## config.mk

```make
export PLATFORM = sky130hd
export DESIGN_NAME = dma_dual_channel
export DESIGN_NICKNAME = d
export VERILOG_FILES = /design/src/rtl/dma2_pkg.sv /design/src/rtl/dma2_chan.sv /design/src/rtl/dma2_arb.sv /design/src/rtl/dma2_mover.sv /design/src/rtl/dma_dual_channel.sv
export SDC_FILE = /design/constraint.sdc
export NUM_CORES = 1
export LEC_CHECK = 0
export BUFFER_PORTS_ARGS = -buffer_cell sky130_fd_sc_hd__buf_2
export CAP_MARGIN = 20
export CORE_ASPECT_RATIO = 0.75
export CORE_MARGIN = 2
export CORE_UTILIZATION = 39
export CTS_CLUSTER_SIZE = 20
export DETAILED_ROUTE_END_ITERATION = 8
export HOLD_SLACK_MARGIN = 0.1
export PLACE_DENSITY_LB_ADDON = 0.05
export SLEW_MARGIN = 20
export SYNTH_ARGS = -nofsm -noshare
export SYNTH_HDL_FRONTEND = slang
export SYNTH_HIERARCHICAL = 1
export SYNTH_SLANG_ARGS = --single-unit
```

## constraint.sdc

```tcl
create_clock -name clk -period 3.3 [get_ports clk]
set_input_delay 0.66 -clock clk [delete_from_list [all_inputs] [get_ports clk]]
set_output_delay 0.66 -clock clk [all_outputs]
set_load 0.01 [all_outputs]
```

## src/rtl/dma2_pkg.sv

```systemverilog
// Package: shared state encoding, register offsets and width helper for
// the dual-channel copy engine. Assumes width codes 0..2.
package dma2_pkg;

    typedef enum logic [1:0] {
        MV_IDLE  = 2'd0,
        MV_READ  = 2'd1,
        MV_WRITE = 2'd2
    } mv_state_t;

    localparam logic [2:0] OFF_SRC  = 3'd0;
    localparam logic [2:0] OFF_DST  = 3'd1;
    localparam logic [2:0] OFF_CNT  = 3'd2;
    localparam logic [2:0] OFF_CTRL = 3'd3;
    localparam logic [2:0] OFF_CMD  = 3'd4;
    localparam logic [2:0] OFF_MODE = 3'd7;

    // Byte count of one beat for a width code.
    function automatic logic [2:0] step_of(input logic [1:0] sz);
        case (sz)
            2'd0:    step_of = 3'd1;
            2'd1:    step_of = 3'd2;
            default: step_of = 3'd4;
        endcase
    endfunction

endpackage

```

## src/rtl/dma2_chan.sv

```systemverilog
// Module: per-channel register set and state. Holds the pointers, count
// and control fields, decides when the channel asks for the bus, and
// raises completion when an enabled channel reaches a zero count.
// Assumes no register write arrives while the channel is moving data.
module dma2_chan
    import dma2_pkg::*;
#(
    parameter int AW = 32,
    parameter int CW = 16
) (
    input  logic          clk,
    input  logic          rst_n,
    input  logic          wr_en,
    input  logic [2:0]    wr_off,
    input  logic [31:0]   wr_data,
    input  logic [2:0]    rd_off,
    input  logic          ext_req,
    input  logic          beat,
    output logic [AW-1:0] src_q,
    output logic [AW-1:0] dst_q,
    output logic [CW-1:0] cnt_q,
    output logic [1:0]    size_q,
    output logic          burst_q,
    output logic          chreq,
    output logic          done,
    output logic          irq,
    output logic [31:0]   rd_data
);

    logic          en_q;
    logic          ext_sel_q;
    logic          fix_q;
    logic          swp_q;
    logic [AW-1:0] step_w;

    // Pointer advance per beat; zero when addresses are held.
    assign step_w = fix_q ? '0 : AW'(step_of(size_q));

    // Bus request: enabled, work left, and the selected trigger present.
    assign chreq = en_q && (cnt_q != '0) && (ext_sel_q ? ext_req : swp_q);

    // Register state update: beats, completion, then software writes.
    always_ff @(posedge clk) begin
        if (!rst_n) begin
            src_q     <= '0;
            dst_q     <= '0;
            cnt_q     <= '0;
            size_q    <= '0;
            burst_q   <= 1'b0;
            en_q      <= 1'b0;
            ext_sel_q <= 1'b0;
            fix_q     <= 1'b0;
            swp_q     <= 1'b0;
            done      <= 1'b0;
            irq       <= 1'b0;
        end else begin
            done <= 1'b0;
            if (beat) begin
                src_q <= src_q + step_w;
                dst_q <= dst_q + step_w;
                cnt_q <= cnt_q - CW'(1);
            end
            if (en_q && (cnt_q == '0)) begin
                done  <= 1'b1;
                irq   <= 1'b1;
                en_q  <= 1'b0;
                swp_q <= 1'b0;
            end
            if (wr_en) begin
                case (wr_off)
                    OFF_SRC: src_q <= wr_data[AW-1:0];
                    OFF_DST: dst_q <= wr_data[AW-1:0];
                    OFF_CNT: cnt_q <= wr_data[CW-1:0];
                    OFF_CTRL: begin
                        en_q      <= wr_data[0];
                        ext_sel_q <= wr_data[1];
                        burst_q   <= wr_data[2];
                        size_q    <= wr_data[4:3];
                        fix_q     <= wr_data[5];
                    end
                    OFF_CMD: begin
                        if (wr_data[0]) swp_q <= 1'b1;
                        if (wr_data[1]) irq   <= 1'b0;
                    end
                    default: ;
                endcase
            end
        end
    end

    // Readback multiplexer for this channel's offsets.
    always_comb begin
        case (rd_off)
            OFF_SRC:  rd_data = 32'(src_q);
            OFF_DST:  rd_data = 32'(dst_q);
            OFF_CNT:  rd_data = 32'(cnt_q);
            OFF_CTRL: rd_data = {25'd0, irq, fix_q, size_q, burst_q, ext_sel_q, en_q};
            default:  rd_data = '0;
        endcase
    end

    AST_DONE_PULSE: assert property (@(posedge clk) disable iff (!rst_n)
        done |=> !done);
    AST_NO_BEAT_AT_ZERO: assert property (@(posedge clk) disable iff (!rst_n)
        beat |-> (cnt_q != '0));
    AST_CNT_STEP: assert property (@(posedge clk) disable iff (!rst_n)
        beat && !wr_en |=> cnt_q == $past(cnt_q) - CW'(1));
    AST_HOLD_ADDR: assert property (@(posedge clk) disable iff (!rst_n)
        beat && fix_q && !wr_en |=> $stable(src_q) && $stable(dst_q));

endmodule

```

## src/rtl/dma2_arb.sv

```systemverilog
// Module: two-way bus arbiter. Grants only while the mover is idle.
// Fixed mode favours channel 0; rotating mode favours the channel not
// granted last. Assumes requests are level signals held until served.
module dma2_arb (
    input  logic       clk,
    input  logic       rst_n,
    input  logic       rr_mode,
    input  logic       open,
    input  logic [1:0] req,
    output logic [1:0] gnt
);

    logic last_q; // index of the channel granted most recently

    // Grant selection for the current idle cycle.
    always_comb begin
        gnt = 2'b00;
        if (open) begin
            if (req == 2'b11)
                gnt = (rr_mode && !last_q) ? 2'b10 : 2'b01;
            else
                gnt = req;
        end
    end

    // Remember the last winner for rotation.
    always_ff @(posedge clk) begin
        if (!rst_n)       last_q <= 1'b1;
        else if (gnt[0])  last_q <= 1'b0;
        else if (gnt[1])  last_q <= 1'b1;
    end

    AST_GNT_ONEHOT: assert property (@(posedge clk) disable iff (!rst_n)
        $onehot0(gnt));
    AST_GNT_HAS_REQ: assert property (@(posedge clk) disable iff (!rst_n)
        (gnt & ~req) == 2'b00);
    AST_FIXED_CH0: assert property (@(posedge clk) disable iff (!rst_n)
        !rr_mode && open && (&req) |-> gnt[0]);
    AST_RR_TURN: assert property (@(posedge clk) disable iff (!rst_n)
        rr_mode && open && (&req) |-> !gnt[last_q]);

endmodule

```

## src/rtl/dma2_mover.sv

```systemverilog
// Module: bus sequencer. Takes a grant, reads one beat from the source,
// writes it to the destination, then either continues (burst) or returns
// to idle. Assumes memory eventually answers every cycle with ready.
module dma2_mover
    import dma2_pkg::*;
#(
    parameter int AW = 32,
    parameter int DW = 32
) (
    input  logic          clk,
    input  logic          rst_n,
    input  logic [1:0]    gnt,
    input  logic [AW-1:0] src_a,
    input  logic [AW-1:0] dst_a,
    input  logic [1:0]    size,
    input  logic          keep,
    input  logic [DW-1:0] bus_rdata,
    input  logic          bus_ready,
    output logic          open,
    output logic          cur_ch,
    output logic [1:0]    beat,
    output logic          bus_valid,
    output logic          bus_we,
    output logic [AW-1:0] bus_addr,
    output logic [1:0]    bus_size,
    output logic [DW-1:0] bus_wdata
);

    mv_state_t     state_q;
    logic          cur_q;
    logic [DW-1:0] data_q;

    // Beat sequencing: idle -> read -> write -> read or idle.
    always_ff @(posedge clk) begin
        if (!rst_n) begin
            state_q <= MV_IDLE;
            cur_q   <= 1'b0;
            data_q  <= '0;
        end else begin
            unique case (state_q)
                MV_IDLE: if (|gnt) begin
                    cur_q   <= gnt[1];
                    state_q <= MV_READ;
                end
                MV_READ: if (bus_ready) begin
                    data_q  <= bus_rdata;
                    state_q <= MV_WRITE;
                end
                MV_WRITE: if (bus_ready) begin
                    state_q <= keep ? MV_READ : MV_IDLE;
                end
                default: state_q <= MV_IDLE;
            endcase
        end
    end

    // Bus outputs and the per-channel beat-complete strobe.
    always_comb begin
        open      = (state_q == MV_IDLE);
        cur_ch    = cur_q;
        bus_valid = (state_q != MV_IDLE);
        bus_we    = (state_q == MV_WRITE);
        bus_addr  = bus_we ? dst_a : src_a;
        bus_size  = size;
        bus_wdata = data_q;
        beat      = 2'b00;
        if (state_q == MV_WRITE && bus_ready)
            beat = cur_q ? 2'b10 : 2'b01;
    end

    AST_HOLD_CYCLE: assert property (@(posedge clk) disable iff (!rst_n)
        bus_valid && !bus_ready |=> bus_valid && $stable(bus_addr) && $stable(bus_we));
    AST_WRITE_FOLLOWS: assert property (@(posedge clk) disable iff (!rst_n)
        bus_valid && !bus_we && bus_ready |=> bus_valid && bus_we);
    AST_STEAL_RELEASE: assert property (@(posedge clk) disable iff (!rst_n)
        bus_valid && bus_we && bus_ready && !keep |=> !bus_valid);

endmodule

```

## src/rtl/dma_dual_channel.sv

```systemverilog
// Module: top of the dual-channel copy engine. Decodes the register
// window, holds the global arbitration mode, and steers the active
// channel's pointers into the bus sequencer.
// Assumes AW <= 32 and DW == 32; register writes only to idle channels.
module dma_dual_channel
    import dma2_pkg::*;
#(
    parameter int AW = 32,
    parameter int DW = 32,
    parameter int CW = 16
) (
    input  logic          clk,
    input  logic          rst_n,
    input  logic          reg_we,
    input  logic [3:0]    reg_addr,
    input  logic [31:0]   reg_wdata,
    output logic [31:0]   reg_rdata,
    input  logic [1:0]    ext_req,
    output logic          bus_valid,
    output logic          bus_we,
    output logic [AW-1:0] bus_addr,
    output logic [1:0]    bus_size,
    output logic [DW-1:0] bus_wdata,
    input  logic [DW-1:0] bus_rdata,
    input  logic          bus_ready,
    output logic [1:0]    done,
    output logic [1:0]    irq
);

    localparam int NCH = 2;

    logic [2:0]    off;
    logic          sel_ch;
    logic          rr_q;
    logic [AW-1:0] src_a   [NCH];
    logic [AW-1:0] dst_a   [NCH];
    logic [CW-1:0] cnt_a   [NCH];
    logic [1:0]    size_a  [NCH];
    logic          burst_a [NCH];
    logic [31:0]   rd_a    [NCH];
    logic [NCH-1:0] chreq;
    logic [NCH-1:0] gnt;
    logic [NCH-1:0] beat;
    logic          open;
    logic          cur;
    logic          keep;

    assign off    = reg_addr[2:0];
    assign sel_ch = reg_addr[3];

    // Global arbitration mode register.
    always_ff @(posedge clk) begin
        if (!rst_n)                          rr_q <= 1'b0;
        else if (reg_we && off == OFF_MODE)  rr_q <= reg_wdata[0];
    end

    for (genvar g = 0; g < NCH; g++) begin : g_chan
        dma2_chan #(.AW(AW), .CW(CW)) u_chan (
            .clk     (clk),
            .rst_n   (rst_n),
            .wr_en   (reg_we && (sel_ch == 1'(g)) && (off != OFF_MODE)),
            .wr_off  (off),
            .wr_data (reg_wdata),
            .rd_off  (off),
            .ext_req (ext_req[g]),
            .beat    (beat[g]),
            .src_q   (src_a[g]),
            .dst_q   (dst_a[g]),
            .cnt_q   (cnt_a[g]),
            .size_q  (size_a[g]),
            .burst_q (burst_a[g]),
            .chreq   (chreq[g]),
            .done    (done[g]),
            .irq     (irq[g]),
            .rd_data (rd_a[g])
        );
    end

    // Register read path: mode word or the addressed channel.
    assign reg_rdata = (off == OFF_MODE) ? {31'd0, rr_q} : rd_a[sel_ch];

    // Burst continuation: active channel still wants the bus after this beat.
    assign keep = burst_a[cur] && chreq[cur] && (cnt_a[cur] != CW'(1));

    dma2_arb u_arb (
        .clk     (clk),
        .rst_n   (rst_n),
        .rr_mode (rr_q),
        .open    (open),
        .req     (chreq),
        .gnt     (gnt)
    );

    dma2_mover #(.AW(AW), .DW(DW)) u_mover (
        .clk       (clk),
        .rst_n     (rst_n),
        .gnt       (gnt),
        .src_a     (src_a[cur]),
        .dst_a     (dst_a[cur]),
        .size      (size_a[cur]),
        .keep      (keep),
        .bus_rdata (bus_rdata),
        .bus_ready (bus_ready),
        .open      (open),
        .cur_ch    (cur),
        .beat      (beat),
        .bus_valid (bus_valid),
        .bus_we    (bus_we),
        .bus_addr  (bus_addr),
        .bus_size  (bus_size),
        .bus_wdata (bus_wdata)
    );

endmodule

```

# --- Yosys cells after proc, flatten, opt, wreduce, memory -nomap -nowiden ---
# Cells that the tools add are included.
totals:
  ff_bits: 215
  input_bits: 74
  out_inout_bits: 104
  word_cells: 170
classes:
  add_sub_neg: 6
  n_lt_le_gt_ge: 3
  eq_ne: 15
  n_mux: 84
  bitwise: 3
  reduce_logical: 32
op_table:
  columns: ["op", "count"]
  rows:
  - ["2-to-1 mux 32 bit", 23]
  - ["case mux 32 bit (4 select lines)", 2]
  - ["2-to-1 mux 16 bit", 9]
  - ["adder 32 bit", 4]
  - ["2-to-1 mux 1 bit", 34]
  - ["logical NOT 16 bit", 2]
  - ["nonzero test 16 bit", 2]
  - ["subtractor 16 x 1 -> 16 bit (second input constant)", 2]
  - ["2-to-1 mux 2 bit", 11]
  - ["!= test 16 x 1 -> 1 bit (second input constant)", 1]
  - ["logical AND 1 bit", 15]
  - ["case mux 3 bit (2 select lines)", 2]
  - ["AND reduction 2 bit", 4]
  - ["equality test 2 x 1 -> 1 bit (second input constant)", 3]
  - ["equality test 3 x 2 -> 1 bit (second input constant)", 2]
  - ["equality test 3 bit (second input constant)", 2]
  - ["logical NOT 2 bit", 3]
  - ["2-to-1 mux 3 bit", 2]
  - ["case mux 2 bit (3 select lines)", 1]
  - ["equality test 2 bit (second input constant)", 2]
  - ["greater-or-equal comparator 2 bit (second input constant)", 2]
  - ["!= test 2 x 1 -> 1 bit (second input constant)", 2]
  - ["NOT 1 -> 2 bit", 2]
  - ["nonzero test 2 bit", 2]
  - ["other kinds (9)", 9]

# --- Depth between registers and ports, before layout ---
# Gate-level depths: netlist of run 1.
logic_depth:
  depth_word: 10
  ltp_mapped: 13
  ltp_nobuf: 10

# --- Cells and area by module ---
# The synthesis of run 1 kept the hierarchy.
by_module_without_submodules:
  columns: ["mod", "instances", "cells_per_inst", "area_per_inst_um2"]
  rows:
  - ["dma2_chan at g_chan[1].u_chan", 1, 686, 5701.7]
  - ["dma2_chan at g_chan[0].u_chan", 1, 668, 5560.3]
  - ["dma2_mover", 1, 200, 2006.9]
  - ["dma_dual_channel", 1, 167, 1530.2]
  - ["dma2_arb", 1, 9, 70.1]

# --- Worst setup path after synthesis of run 1 ---
# Ideal clock, no wire load.
synth_path:
  path_type: "input port to output port"
  startpoint: "input reg_addr[0]"
  endpoint: "output reg_rdata[16]"
  arrival_ns: 2.155
  required_time_ns: 2.640
  setup_slack_ns: 0.485
  path_stages: 8
  path_buffers: 4
  cell_sequence: "buf_2 buf_2 buf_2 buf_2 mux2i_1 nor2_1 mux2i_1 nor2_1"
synth_lines:
  columns: ["element", "line", "text"]
  rows:
  - ["from (decl)", "dma_dual_channel.sv:15", "input logic [3:0] reg_addr,"]
  - ["to (decl)", "dma_dual_channel.sv:17", "output logic [31:0] reg_rdata,"]

# --- Worst setup path in the final report of run 1 ---
layout_path:
  startpoint: "register u_mover.state_q[0]"
  endpoint: "output bus_addr[31]"
layout_via:
  elab_chain_len: 2
layout_lines:
  columns: ["element", "line", "text"]
  rows:
  - ["from (decl)", "dma2_mover.sv:29", "mv_state_t state_q;"]
  - ["from (signal assigned)", "dma2_mover.sv:50", "state_q <= keep ? MV_READ : MV_IDLE;"]
  - ["equality test 2 bit", "dma2_mover.sv:62", "bus_we = (state_q == MV_WRITE);"]
  - ["2-to-1 mux 32 bit", "dma2_mover.sv:63", "bus_addr = bus_we ? dst_a : src_a;"]
  - ["to (decl)", "dma_dual_channel.sv:21", "output logic [AW-1:0] bus_addr,"]
# Every way passes these cells.

==> metrics.txt, run 1 <==
status finished, final reports clean; sequential area share after synthesis 28.9%; Sum Neg Setup Slack 0 ns; total CTS buffers 26; Lkg Pwr 6.63 nW; WHS Endpoint u_mover/bus_wdata[14]; post-detailed-route count of antenna-violating nets 0; fmax 0.331 GHz; TritonRoute pass-1 iters 5; final-report hold violation count 0; maxcap violations 0; 1st-iter DRT viols 1304; most common cell in the netlist dfxtp_1; Reg2Reg Depth 9; Hold Startpoint bus_rdata[14]; Cell Pwr Density 374 mW/mm²; cell accounting for the most synthesized area dfxtp_1; Internal 4.73 mW; Post-CTS Setup Inserts 0; hpwl dp 39600 µm; worst-skew pair later-pin latency 0.56 ns; CP max FO 32; Fillers 3707; Seq cells post-synth 215; TritonCTS clock tree yes; PortBufs 177; area occupied by multi-input gates 0.00977 mm²; Initial Utilization 39.8%; dpl ws 0.382 ns; CTS H-tree depth 1; Crit. End Element output port; Routed WL per cell 23.3 µm; grt total ovfl 0; async set or reset register ratio after synthesis 0%; CP Buf/Inv Count 2; initial antenna violation count 7; Slew HR 35.4%; clk buf depth 3; switching share of total power 25.9%; synth top area cells dfxtp_1, mux2i_1, mux2_4; min cycle time layout 3.02 ns; DR vias 13700; DRC viols 0; Die Ht 173 µm; Reg2Reg Setup Slack 0.51 ns; Setup CP Type reg2out; synthesized instance count 1730; Crit path max-delay family buffers and inverters; prevailing post-synth register cell dfxtp_1; post_cts resized 0; vias per cell 5.76; post-route cell area 0.0170 mm²; Core Area 0.0373 mm²; global-route wire length before repair 82700 µm; top cell type's share of synthesized area 28.9%; Area Growth Syn to Fin 14.6%; worst hold path type in2reg; clock share of power 48.7%; reg2reg end g_chan[1].u_chan/src_q[31]; Post-synth EDFFs 0; syn_nets 1818; Post-CTS Hold Buffers 0; share of the clock period used by the worst path 91.7%; number of global-route vias before repair 12700; Reg clk slew, reported paths 0.06 ns; Worst Setup Start Kind flop; Mapped Area 0.0149 mm²; Crit-path slowest cell buf_4; register area 0.00431 mm²; Synth top cells by count dfxtp_1, nor2_1, mux2i_1; Sinks on Clock Net 215; Total Routing Usage GR 27.0%; Yosys cell types 85; Final nets 1931; setup ws final 0.275 ns; Placement Cell Area 0.0161 mm²; Reg2Reg Launch Point u_mover/state_q[0]; Synth warnings 6; Comb pwr share 8.6%; RSZ-0062 raised after global routing false; Critical Path RT 2.64 ns; Max rail drop VDD 283 µV; drt total wl 55200 µm; Slew @ Worst Pin 0.970 ns; WP data arrival 2.36 ns; FP Rows 61; share of cells above drive strength 1 23.1%; Psw 1.65 mW; # setup viols final 0; Avg Synthesized Cell Area 8.59 µm²; clock skew 0.0188 ns; Design Power 6.38 mW; die width 229 µm; pin count of the biggest net entering global routing 111; Placer Congestion 0.939; CP Cell Sequence nand2b_2, buf_4, mux2_2, buf_2; CP peak stage delay 0.54 ns; Root Buffer clkbuf_16; die area 0.0397 mm²; Slew Limit Fails 0; hold depth 3; IO Pins 178; sequential share of power 42.7%
## final cells by class
cell class,instances,share of cell area (%)
sequential,215,25.3
clock buffer,39,4.64
timing repair buffer,220,7.85
antenna,2,0.0294
clock inverter,8,0.705
tap,504,3.70
multi-input combinational,1356,57.3
inverter,24,0.528
## power by group through the flow
stage	Sequential, mW	Combinational, mW	Clock, mW
global placement	2.78	0.540	0
global route	2.73	0.596	3.29
floorplan	2.74	0.326	0
detailed placement	2.78	0.544	0
finish	2.72	0.551	3.11
CTS	2.72	0.547	3.18
## cell usage in the layout, fill, tap and decap left out, types with 8 or more instances in the layout
master / count
nor2_1: 179
buf_4: 34
xor2_1: 62
and2_1: 8
mux2_4: 47
mux2i_1: 144
and4_1: 17
nand3_1: 45
dfxtp_1: 214
a31oi_1: 20
mux4_2: 14
or3_1: 10
nand2_1: 124
clkbuf_16: 27
nor3_1: 25
nand3b_1: 9
nor4_1: 18
o21ai_0: 134
mux2_2: 51
ha_1: 14
inv_1: 21
nor2b_1: 20
nor4b_1: 9
nand4_1: 36
a211oi_1: 34
a21oi_1: 131
xnor2_1: 73
and3_1: 20
buf_2: 175
buf_12: 9
## state kept, by name (all words and copies together) (netlist names), 4 cells and up
| signal | count |
|---|---|
| g_chan.u_chan/dst_q | 64 |
| g_chan.u_chan/src_q | 64 |
| g_chan.u_chan/cnt_q | 32 |
| u_mover/bus_wdata | 32 |
| g_chan.u_chan/size_q | 4 |
## metrics by stage
step	util [%]	hold slack, ns	std cells
final	45.7	0.357	2368
after detailed placement	43.2	0.444	2318
after global placement	43.2	0.438	2318
after global routing	45.7	0.342	2366
after floorplan	-	0.431	1730
after CTS	45.6	0.330	2365
## per-layer routing
layer / global-route usage, % / part of all wire [%] / up-vias
met2: 38.3 / 41 / 478
met5: 0 / 0 / -
met4: 4.92 / 1.9 / 0
met1: 42.5 / 49 / 6642
met3: 4.44 / 7.7 / 57
li1: - / - / 6474
## worst register-to-register path: cells and delay by family (launching register included)
kind	cells	cell delay, ns
and+or+nand+nor	5	1.71
AOI/OAI and AO/OA	2	0.36
buffers and inverters	2	0.29
DFF	1	0.36
## how the worst max path moves through the flow
stage / cells past startpoint / end / from
after floorplan: 8 / reg_rdata[16] / reg_addr[0]
after global placement: 9 / reg_rdata[9] / reg_addr[0]
after detailed placement: 8 / g_chan[1].u_chan/src_q[31] / bus_ready
after CTS: 4 / bus_addr[31] / u_mover/state_q[0]
after global routing: 4 / bus_addr[31] / u_mover/state_q[0]
final: 4 / bus_addr[31] / u_mover/state_q[0]
## cell families (layout without fill, tap and decap cells)
kind of cell             after synthesis  after routing  synth area share (%)
buffers and inverters                159            291                  5.49
other                                  0              2                     0
XOR/XNOR                             135            135                  7.95
AND/OR/NAND/NOR                      577            577                  20.8
AO/OA/AOI/OAI                        374            374                  15.2
adder cells (fa/ha/maj)               14             14                  1.18
multiplexers                         256            256                  20.4
flip-flops                           215            215                  28.9
No activity file was read; power rests on OpenSTA's default activity.
==> run 2, diff against run 1 <==
- BUFFER_PORTS_ARGS: -buffer_cell sky130_fd_sc_hd__buf_2 -> not set
- DONT_BUFFER_PORTS: not set -> 1
==> run 2 against run 1 <==
Compared with the run above: register-to-register slack improved by 0.06 ns; count of clock-buffer cells in the layout down 3; sequential share of layout area is 1.9 points higher; sequential power hardly changed; sequential cell count did not move; worst setup slack improved by 0.16 ns; cell area is 6.9% lower; non-clock buffer count shrank 192; hold slack lost 0.15 ns; critical path type unchanged; critical endpoint unchanged; largest power group unchanged; highest routed layer is now met5.
==> metrics.txt, run 2 (same netlist as run 1, synthesis figures left out) <==
Sinks on Clock Net 215 (unchanged); number of global-route vias before repair 11800 (-7.2%); Slew HR 30.7% (-4.7 points); PortBufs 0 (-100%); # setup viols final 0 (unchanged); post-detailed-route count of antenna-violating nets 0 (unchanged); Slew @ Worst Pin 1.04 ns (+0.0673 ns); hpwl dp 37900 µm (-4.3%); DR vias 12800 (-6.6%); min cycle time layout 2.86 ns (-0.161 ns); CP max FO 32 (unchanged); global-route wire length before repair 79400 µm (-4.0%); CTS H-tree depth 1 (unchanged); share of the clock period used by the worst path 86.8% (-4.9 points); final-report hold violation count 0 (unchanged); Final nets 1739 (-9.9%); Crit-path slowest cell buf_4; Lkg Pwr 5.61 nW (-15%); post_cts resized 0 (unchanged); Cell Pwr Density 376 mW/mm² (+0.39%); Core Area 0.0373 mm² (unchanged); clk buf depth 3 (unchanged); Worst Setup SP u_mover/state_q[0]; largest registers g_chan.u_chan/dst_q (64), g_chan.u_chan/src_q (64); die area 0.0397 mm² (unchanged); Reg2Reg Launch Point u_mover/state_q[0]; DP Cell Count 2127 (-8.2%); share of cells above drive strength 1 14.2% (-8.9 points); Reg2Reg Setup Slack 0.57 ns (+0.06 ns); Worst Setup Start Kind flop; clock skew 0.0136 ns (-0.00520 ns); die width 229 µm (unchanged); Critical Path RT 2.64 ns (about the same); Slew Limit Fails 0 (unchanged); Reg clk slew, reported paths 0.06 ns (about the same); Routed WL per cell 24.6 µm (+5.6%); Crit. End Element output port; vias per cell 5.86 (+1.7%); maxcap violations 0 (unchanged); status finished, final reports clean; Setup CP Type reg2out; Total Routing Usage GR 26.2% (-0.85 points); TritonCTS clock tree yes; IO Pins 178 (unchanged); Initial Utilization 39.8% (unchanged); CP Cell Sequence nand2b_2, buf_4, mux2_2; DRC viols 0 (unchanged); TritonRoute pass-1 iters 5 (unchanged); Post-CTS Setup Inserts 0 (unchanged); Post-CTS Hold Buffers 0 (unchanged); CP peak stage delay 0.52 ns (-0.02 ns); Root Buffer clkbuf_16; Sum Neg Setup Slack 0 ns (unchanged); non-filler instance count after layout 2175 (-8.2%); Placer Congestion 0.895 (-4.8%); Max rail drop VDD 369 µV (+30%); fmax 0.349 GHz (+5.6%); worst hold path type in2reg; commonest non-fill, non-tap cells in the layout dfxtp_1, nor2_1, mux2i_1; grt total ovfl 0 (unchanged); Area Growth Syn to Fin 6.78%; initial antenna violation count 5 (-2); worst-skew pair later-pin latency 0.56 ns (about the same); WP data arrival 2.20 ns (-0.16 ns); pin count of the biggest net entering global routing 202 (+82%); Fillers 3765 (+1.6%); drt total wl 53500 µm (-3.0%); total CTS buffers 26 (unchanged); 1st-iter DRT viols 1154 (-12%); FP Rows 61 (unchanged); most common cell after layout, fill and taps aside dfxtp_1; RSZ-0062 raised after global routing false; Die Ht 173 µm (unchanged); Hold Startpoint rst_n
run 2: through the flow:
| step | total power [mW] | hold slack [ns] | utilization (%) | worst slack [ns] | instance area [µm²] |
|---|---|---|---|---|---|
| floorplan | 3.06 | 0.431 | - | 0.485 | 14900 |
| global placement | 3.08 | 0.450 | 40.2 | 0.632 | 15000 |
| detailed placement | 3.08 | 0.455 | 40.2 | 0.567 | 15000 |
| CTS | 6.04 | 0.166 | 42.5 | 0.407 | 15900 |
| global route | 6.19 | 0.187 | 42.5 | 0.329 | 15900 |
| finish | 5.97 | 0.205 | 42.5 | 0.436 | 15900 |
run 2: report_power, final:
part           internal, mW  switching (mW)  total (mW)
Clock                  1.71            1.22        2.94
Sequential             2.64          0.0869        2.72
Combinational         0.153           0.156       0.309
Total                  4.50            1.46        5.97
run 2: routing by layer:
metal	global-route usage, %	routed length (µm)	up-vias
met2	35.6	21200	432
met5	0	12	-
met1	40.9	26800	6158
met3	5.76	4250	60
met4	6.25	1230	2
li1	-	-	6100
run 2: final timing paths:
kind | cells after the start | to
setup / recovery | 3 | bus_addr[31]
hold reg to reg | 2 | g_chan[0].u_chan/swp_q
hold / removal | 1 | u_arb/last_q
setup reg to reg | 9 | g_chan[1].u_chan/cnt_q[11]
run 2: worst max-delay path: cells and delay by family (launching register included):
family        cells  cell delay, ns
simple gates      1            0.18
mux               1            0.45
buf+inv           1            0.52
flops             1            0.42
run 2: area by class of cell:
cell class	count	area [µm²]	share of cell area, %
Antenna cell	3	7.51	0.0473
Timing Repair Buffer	28	223	1.40
Tap cell	504	631	3.97
Inverter	24	90.1	0.567
Sequential cell	215	4310	27.1
Multi-Input combinational cell	1356	9770	61.5
Clock buffer	36	738	4.65
Clock inverter	9	115	0.725
